<file path="src/rtl/corr_bpred.sv">
module corr_bpred #(
  parameter int HIST_W     = 2,
  parameter int CTR_W      = 2,
  parameter int IDX_ADDR_W = 4,
  parameter int PC_W       = 32,
  parameter int PC_LSB     = 2
) (
  input  logic              clk,
  input  logic              rst_n,
  input  logic [PC_W-1:0]   lookup_pc,
  output logic              lookup_taken,
  output logic [HIST_W-1:0] ghist_o,
  input  logic              upd_valid,
  input  logic [PC_W-1:0]   upd_pc,
  input  logic              upd_taken,
  input  logic [HIST_W-1:0] upd_hist
);
  localparam int IDX_W    = IDX_ADDR_W + HIST_W;
  localparam int DEPTH    = 1 << IDX_W;
  localparam int CTR_MAX  = (1 << CTR_W) - 1;
  localparam int CTR_INIT = (1 << (CTR_W - 1)) - 1;

  logic [CTR_W-1:0]  ctr_q [DEPTH];
  logic [HIST_W-1:0] hist_q;

  logic [IDX_W-1:0] lk_idx, up_idx;
  logic [CTR_W-1:0] up_cur, up_nxt;
  logic [HIST_W:0]  hist_ext;

  assign lk_idx = {lookup_pc[PC_LSB +: IDX_ADDR_W], hist_q};
  assign up_idx = {upd_pc[PC_LSB +: IDX_ADDR_W], upd_hist};

  assign lookup_taken = ctr_q[lk_idx][CTR_W-1];
  assign ghist_o      = hist_q;

  assign up_cur   = ctr_q[up_idx];
  assign hist_ext = {hist_q, upd_taken};

  always_comb begin
    up_nxt = up_cur;
    if (upd_taken) begin
      if (up_cur != CTR_W'(CTR_MAX)) up_nxt = up_cur + 1'b1;
    end else begin
      if (up_cur != '0) up_nxt = up_cur - 1'b1;
    end
  end

  always_ff @(posedge clk) begin
    if (!rst_n) begin
      hist_q <= '0;
      for (int i = 0; i < DEPTH; i++) ctr_q[i] <= CTR_W'(CTR_INIT);
    end else if (upd_valid) begin
      hist_q        <= hist_ext[HIST_W-1:0];
      ctr_q[up_idx] <= up_nxt;
    end
  end

  logic unused_pc_bits;
  assign unused_pc_bits = ^{lookup_pc, upd_pc};
endmodule


</file>
<file path="config.mk">
export PLATFORM = sky130hd
export DESIGN_NAME = corr_bpred
export DESIGN_NICKNAME = d
export VERILOG_FILES = /design/src/rtl/corr_bpred.sv
export SDC_FILE = /design/constraint.sdc
export NUM_CORES = 1
export LEC_CHECK = 0
export CAP_MARGIN = 10
export CELL_PAD_IN_SITES_DETAIL_PLACEMENT = 0
export CELL_PAD_IN_SITES_GLOBAL_PLACEMENT = 1
export CORE_UTILIZATION = 45
export DETAILED_ROUTE_END_ITERATION = 16
export DONT_BUFFER_PORTS = 1
export PLACE_DENSITY_LB_ADDON = 0.1
export SYNTH_ARGS = -nofsm -noshare
export SYNTH_HDL_FRONTEND = slang
export SYNTH_SLANG_ARGS = --single-unit
</file>
<file path="constraint.sdc">
create_clock -name clk -period 8.9 [get_ports clk]
set_input_delay 2.67 -clock clk [delete_from_list [all_inputs] [get_ports clk]]
set_output_delay 2.67 -clock clk [all_outputs]
set_load 0.02 [all_outputs]
</file>
; Word-level counts from Yosys, hierarchy flattened
; Memories as Yosys holds them, arrays and structs flattened.
; Cells that the tools add are included.
[word_totals]
in_bits = 70
out_inout_bits = 3
mem_bits_rw = 128
memories = 1
ff_bits = 2
wordCells = 17
[classes]
reduce_logical = 2
n_mux = 10
eq_ne = 1
addsub = 2
[memory_table]
columns = name, depth, width, read_ports, rd_clocked_by_memory_dff, write_ports, line
row1 = ctr_q, 64, 2, 2, 0, 64, 23  ; logic [CTR_W-1:0] ctr_q [DEPTH];
[op_table]
columns = operator, count
row1 = 2-bit two-way mux, 4
row2 = 6-bit two-way mux, 1
row3 = 1-bit two-way mux, 5
row4 = "2-bit by 1-bit adder with 2-bit output, second input constant", 1
row5 = "2-bit != test, second input constant", 1
row6 = 2-bit nonzero test, 1
row7 = 2-bit OR reduction, 1
row8 = "2-bit by 1-bit subtractor with 2-bit output, second input constant", 1

; Depth between registers and ports, before layout
; Gate-level depths: netlist of run 1.
[logic_depth]
ltp_word = 5
mapped_depth = 12
depth_no_buf = 7

; Least setup slack after synthesis of run 1
; OpenSTA, ideal clock, no wires.
[synth_timing]
path_kind = input -> output
from = input lookup_pc[2]
to = output lookup_taken
path_buffers = 0
arrival_ns = 3.675
path_stages = 2
path_slack_ns = 2.555
required_time_ns = 6.230
cell_sequence = mux4_2 > mux4_2
[synth_via]
elab_chain_cells = 1
[synth_rtl]
columns = item, line
row1 = "start, declared", 10  ; input logic [PC_W-1:0] lookup_pc,
row2 = memory 64 x 2 bit, n/a
row3 = "end, declared", 11  ; output logic lookup_taken,
; Every way passes these cells.

; Worst setup path in the final report of run 1
; Same ends and word-level chain as after synthesis.

==> results.sh, run 1 <==
export IMPL_status="complete, no violations"
export IMPL_grt_remaining_overflow=0
export IMPL_tightest_slew_ns=1.15
export IMPL_hold_slack_ns=0.816
export IMPL_postCtsSetupRepairBufs=0
export IMPL_clk_pin_slew_ns=0.06
export IMPL_final_common_cell="edfxtp_1"
export IMPL_num_antenna_cells=0
export IMPL_path_depth=2
export IMPL_port_buffers=0
export IMPL_clockBufferDepth=2
export IMPL_fin_tns_setup_ns=0
export IMPL_worstRegToRegCells=8
export IMPL_rsz0062_at_grt="no"
export IMPL_slowest_delay_ns=0.57
export IMPL_seqCellArea_sq_um=3880
export IMPL_synth_nets=695
export IMPL_ios=73
export IMPL_start_util=0.467
export IMPL_antenna_found_initial=0
export IMPL_placed_cells=781
export IMPL_r2r_start="ctr_q[3][1]$_SDFFCE_PN0P_"
export IMPL_die_x_um=128
export IMPL_fmax_mhz=156
export IMPL_multi_input_area_sq_um=2860
export IMPL_min_to="ghist_o[1]$_SDFFE_PN0P_"
export IMPL_p_comb_frac=0.091
export IMPL_first_pass_iters=5
export IMPL_cp_max_fo=4
export IMPL_start_kind="input pin"
export IMPL_routed_wirelength_um=20100
export IMPL_cap_violations=0
export IMPL_p_sw_uw=354
export IMPL_synth_async_reset_ratio=0
export IMPL_routed_via_density=6.21
export IMPL_stdcell_area_sq_um=7670
export IMPL_grt_pass1_vias=5081
export IMPL_cts_resized_gates=0
export IMPL_internal_power_uw=1160
export IMPL_grtUsageTotal=0.265
export IMPL_p_clk_frac=0.451
export IMPL_grt_use_met2=0.424
export IMPL_htreeDepth=4
export IMPL_cts_hold_buf=0
export IMPL_netlist_area_sq_um=7170
export IMPL_core_area_sq_um=15400
export IMPL_final_min_clock_period_ns=6.39
export IMPL_syn_to_final_growth_pct=6.91
export IMPL_reg2reg_to="ctr_q[41][0]$_SDFFCE_PN1P_"
export IMPL_synth_enable_flop_cells=128
export IMPL_fin_worst_skew_ns=0.00857
export IMPL_worstPathCellList="mux4_2 -> mux4_2"
export IMPL_wire_per_inst_um=24.7
export IMPL_ys_warn_count=0
export IMPL_synth_ff_type="edfxtp_1"
export IMPL_drtIter0Drc=557
export IMPL_syn_avg_cell_area_sq_um=11.5
export IMPL_met1_usage=0.357
export IMPL_cp_data_arrival_time_ns=3.72
export IMPL_place_gp_congestion=0.875
export IMPL_hold_path_depth=3
export IMPL_root_buffer="clkbuf_16"
export IMPL_grt_max_degree=69
export IMPL_p_per_area_nw_per_um2=197
export IMPL_cts_sinks=130
export IMPL_placed_area_sq_um=7110
export IMPL_ys_seq_area_frac=0.541
export IMPL_cp_top_family="multiplexers"
export IMPL_rrSetupSlack_ns=5.59
export IMPL_ant_nets=0
export IMPL_finalHoldViolations=0
export IMPL_ir_worst_vdd_mv=0.131
export IMPL_layout_common_cells="edfxtp_1, nand2_1, nand3_1"
export IMPL_critPathMostFrequentCell="mux4_2"
export IMPL_required_ns=6.23
export IMPL_slew_viol_final=0
export IMPL_die_h_um=128
export IMPL_nets=659
export IMPL_fin_cells=811
export IMPL_numCtsBuffers=17
export IMPL_p_leak_uw=0.00239
export IMPL_worstHoldStart="ghist_o[1]$_SDFFE_PN0P_"
export IMPL_swShare=0.234
export IMPL_critPathCaptureType="output pin"
export IMPL_hpwl_um=12800
export IMPL_drive_above_1_share=0.142
export IMPL_cts_tree="yes"
export IMPL_critPathSlowestCell="mux4_2"
export IMPL_insertion_delay_ns=0.42
export IMPL_critPathBufInv=0
export IMPL_hold_class="register to register"
export IMPL_grt_pass1_wl_um=30900
export IMPL_critPathKind="input pin to output pin"
export IMPL_synth_cells=625
export IMPL_synth_cell_types=51
export IMPL_timing_final_crit_share=0.718
export IMPL_grt_busiest_layer="met2"
export IMPL_use_met3=0.0543
export IMPL_dr_total_vias=5040
export IMPL_die_area_sq_um=16500
export IMPL_power_frac_seq=0.457
export IMPL_placementRows=45
export IMPL_drc=0
export IMPL_setup_viol=0
export IMPL_ys_seq_elements=130
export IMPL_fillCellCount=1383
export IMPL_slew_headroom=0.233
==> cell type report <==
class,instances,share of cell area
flip-flops and latches,130,0.506
inverters,6,0.00294
repair buffers,11,0.0108
multi-input cells,423,0.373
clock buffers,21,0.0574
well taps,211,0.0344
clock inverters,9,0.0150
==> registers in the layout, indices dropped and copies added, names as in the netlist <==
| name | cells |
|---|---|
| ctr_q | 128 |
| ghist_o | 2 |
==> per-layer routing <==
| layer | up-vias | share of wire |
|---|---|---|
| li1 | 2260 | - |
| met1 | 2510 | 0.43 |
| met2 | 228 | 0.48 |
| met3 | 42 | 0.069 |
| met4 | 0 | 0.026 |
| met5 | - | 0 |
==> cell usage after synthesis (7+ instances only) <==
| master | count | share of area |
|---|---|---|
| nand3_1 | 63 | 0.044 |
| mux4_2 | 28 | 0.088 |
| a22oi_1 | 8 | 0.0084 |
| clkbuf_1 | 33 | 0.017 |
| mux2i_1 | 21 | 0.029 |
| a221oi_1 | 8 | 0.0098 |
| buf_6 | 10 | 0.016 |
| buf_2 | 8 | 0.0056 |
| buf_8 | 7 | 0.015 |
| o21ai_0 | 20 | 0.014 |
| edfxtp_1 | 128 | 0.54 |
| nand2_1 | 111 | 0.058 |
| nor2_1 | 60 | 0.031 |
| nor3_1 | 19 | 0.013 |
==> power groups by stage <==
stage | Combinational [uW] | Sequential [uW] | Clock [uW]
final | 138 | 692 | 683
after global routing | 148 | 693 | 717
after CTS | 138 | 692 | 688
after detailed placement | 138 | 705 | 0
after global placement | 136 | 704 | 0
after floorplan | 137 | 701 | 0
==> worst max path at each step <==
stage | startpoint | endpoint | slack (ns)
floorplan | lookup_pc[2] | lookup_taken | 2.56
global placement | lookup_pc[2] | lookup_taken | 2.50
detailed placement | lookup_pc[2] | lookup_taken | 2.50
CTS | lookup_pc[2] | lookup_taken | 2.50
global route | lookup_pc[2] | lookup_taken | 2.50
finish | lookup_pc[2] | lookup_taken | 2.51
==> kinds of logic after synthesis <==
kind of cell	share of synthesized area
AOI/OAI and AO/OA	0.0635
adders and majority gates	0.00314
buffers and inverters	0.0631
DFF	0.541
muxes	0.138
and+or+nand+nor	0.191
==> through the flow <==
step,utilization,worst slack (ns),power (uW)
finish,0.499,2.51,1510
global route,0.499,2.50,1560
CTS,0.499,2.50,1520
detailed placement,0.463,2.50,843
global placement,0.462,2.50,841
floorplan,-,2.56,838
No activity file was read; power rests on OpenSTA's default activity.
==> inputs of run 2 (changes only) <==
ABC_AREA = 1   (was unset)
CORE_UTILIZATION = 43   (was 45)
clock period = 5.29 ns   (was 8.9 ns; I/O delays follow)
==> run 2 against run 1 <==
  * Clock power increased by 63%
  * Setup slack worse by 1.4 ns
  * Sequential share of layout area decreased by 3.8 points
  * Final area up 8.3%
  * First-iteration DRC count rose by 14%
  * Register-to-register slack worse by 2.8 ns
  * Routed wire length up 16%
  * Count of clock-buffer cells in the layout decreased by 3
  * Sequential cell count did not move
  * Via count is 29% higher
  * Critical path depth increased by 5
==> results.sh, run 2 <==
export IMPL_synth_async_reset_ratio=0
export IMPL_postCtsSetupRepairBufs=0
export IMPL_slew_headroom=0.323
export IMPL_routed_wirelength_um=23300
export IMPL_setup_slack_ns=1.13
export IMPL_critPathBufInv=1
export IMPL_wire_per_inst_um=18.8
export IMPL_clockBufferDepth=2
export IMPL_dr_total_vias=6487
export IMPL_ios=73
export IMPL_insertion_delay_ns=0.43
export IMPL_cts_tree="yes"
export IMPL_antenna_found_initial=0
export IMPL_cp_top_family="buffers and inverters"
export IMPL_drive_above_1_share=0.0563
export IMPL_p_per_area_nw_per_um2=312
export IMPL_core_area_sq_um=17400
export IMPL_root_buffer="clkbuf_16"
export IMPL_setup_viol=0
export IMPL_hpwl_um=14100
export IMPL_start_util=0.443
export IMPL_cts_sinks=130
export IMPL_syn_to_final_growth_pct=8.01
export IMPL_synth_compound_area_frac=0.0586
export IMPL_finalHoldViolations=0
export IMPL_total_power_uw=2590
export IMPL_p_leak_uw=0.00325
export IMPL_nets=1069
export IMPL_cp_data_arrival_time_ns=2.57
export IMPL_final_common_cell="nand2_1"
export IMPL_place_gp_congestion=0.798
export IMPL_rsz0062_at_grt="no"
export IMPL_num_antenna_cells=0
export IMPL_synthSimpleGateAreaFrac=0.335
export IMPL_synth_nets=1095
export IMPL_ys_top_cells_by_area="edfxtp_1, nand2_1, nor2_1"
export IMPL_first_pass_iters=7
export IMPL_grt_remaining_overflow=0
export IMPL_final_min_clock_period_ns=4.16
export IMPL_largest_reg_flops=128
export IMPL_clk_pin_slew_ns=0.06
export IMPL_numCtsBuffers=17
export IMPL_hold_slack_ns=0.669
export IMPL_die_h_um=136
export IMPL_cts_resized_gates=0
export IMPL_synth_xor_area_frac=0
export IMPL_timing_final_crit_share=0.786
export IMPL_ys_seq_elements=130
export IMPL_worstPathCellList="inv_1 -> o21ai_0 -> o221ai_1 -> o211ai_1 -> nand3_1 -> nand3b_1 -> nand2_1"
export IMPL_placementRows=48
export IMPL_tightest_slew_ns=1.01
export IMPL_port_buffers=0
export IMPL_synth_ff_type="edfxtp_1"
export IMPL_grt_pass1_wl_um=35300
export IMPL_synth_top_cell_area_share=0.500
export IMPL_cts_hold_buf=0
export IMPL_synth_cells=1025
export IMPL_fin_tns_setup_ns=0
export IMPL_drc=0
export IMPL_drtIter0Drc=634
export IMPL_routed_via_density=5.24
export IMPL_netlist_area_sq_um=7690
export IMPL_ys_warn_count=0
export IMPL_synth_top_family_by_area="simple AND/OR/NAND/NOR gates"
export IMPL_placed_cells=1205
export IMPL_status="complete, no violations"
export IMPL_synth_enable_flop_cells=128
export IMPL_grt_pass1_vias=6056
export IMPL_critPathCaptureType="output pin"
export IMPL_die_x_um=136
export IMPL_synth_adder_area_share=0
export IMPL_slew_viol_final=0
export IMPL_die_area_sq_um=18400
export IMPL_hold_class="register to register"
export IMPL_post_synth_top_count_cell="nand2_1"
export IMPL_start_kind="register"
export IMPL_ys_seq_area_frac=0.505
export IMPL_synth_cell_types=27
export IMPL_syn_avg_cell_area_sq_um=7.50
export IMPL_ys_top_cells_by_count="nand2_1, nor2_1, edfxtp_1"
export IMPL_dp_slack_ns=0.968
export IMPL_required_ns=3.70
export IMPL_regMostFlops="ctr_q"
export IMPL_cap_violations=0
export IMPL_ant_nets=0
export IMPL_ir_worst_vdd_mv=0.216
export IMPL_fmax_mhz=240
export IMPL_grtUsageTotal=0.268
export IMPL_critPathKind="register to output pin"
export IMPL_fin_cells=1237
export IMPL_htreeDepth=4
export IMPL_synth_top_area_cell="edfxtp_1"
export IMPL_fin_worst_skew_ns=0.00685
export IMPL_cp_max_fo=25
export IMPL_critPathSlowestCell="inv_1"
export IMPL_grt_max_degree=79
export IMPL_slowest_delay_ns=0.73
export IMPL_synthMuxAreaShare=0
export IMPL_layout_common_cells="nand2_1, nor2_1, edfxtp_1"
==> run 2: worst paths after layout <==
check	to	start	depth (start not counted)	slack (ns)
hold / removal	ghist_o[1]$_SDFFE_PN0P_	ghist_o[1]$_SDFFE_PN0P_	2	0.67
hold reg to reg	ghist_o[1]$_SDFFE_PN0P_	ghist_o[1]$_SDFFE_PN0P_	2	0.67
setup / recovery	lookup_taken	ghist_o[0]$_SDFFE_PN0P_	7	1.13
setup reg to reg	ctr_q[16][0]$_SDFFCE_PN1P_	ctr_q[31][1]$_SDFFCE_PN0P_	10	2.83
==> run 2: through the flow <==
| stage | area, sq um | utilization |
|---|---|---|
| floorplan | 7690 | - |
| global placement | 7750 | 0.446 |
| detailed placement | 7750 | 0.446 |
| CTS | 8300 | 0.478 |
| global route | 8300 | 0.478 |
| finish | 8300 | 0.478 |
==> run 2: layout make-up <==
class                   instances  area (sq um)
multi-input cells             720          3030
fillers                      1776          9050
inverters                     115           432
clock buffers                  18           439
well taps                     225           282
flip-flops and latches        130          3880
repair buffers                 15           125
clock inverters                14           115
==> run 2: cells by family after synthesis <==
logic type             Yosys count
DFF                            130
AOI/OAI and AO/OA               78
buffers and inverters          175
and+or+nand+nor                642
==> run 2: where the power goes <==
part           internal, uW  leakage [uW]  total (uW)  switching (uW)
Sequential             1150       0.00117        1170            12.0
Clock                   653      0.000264        1110             454
Combinational          81.2       0.00182         315             234
Total                  1890       0.00325        2590             699
==> run 2: worst reg2reg max path: stages, from the launching register on <==
cell and delay [ns]:
edfxtp_1 0.39, or2_0 0.24, nand2_1 0.06, nand2_1 0.06, o21ai_1 0.18, nand2_1 0.10, nor2_2 0.15, nand2_1 0.08
nand2_2 0.07, buf_4 0.63, nand3_1 0.22
==> run 2: layer usage <==
metal  vias up  GRT usage  share of wire
li1       3211          -              -
met4         0     0.0787          0.011
met3        21     0.0505          0.067
met5         -          0              0
met1      3055      0.367           0.45
met2       200      0.431           0.47
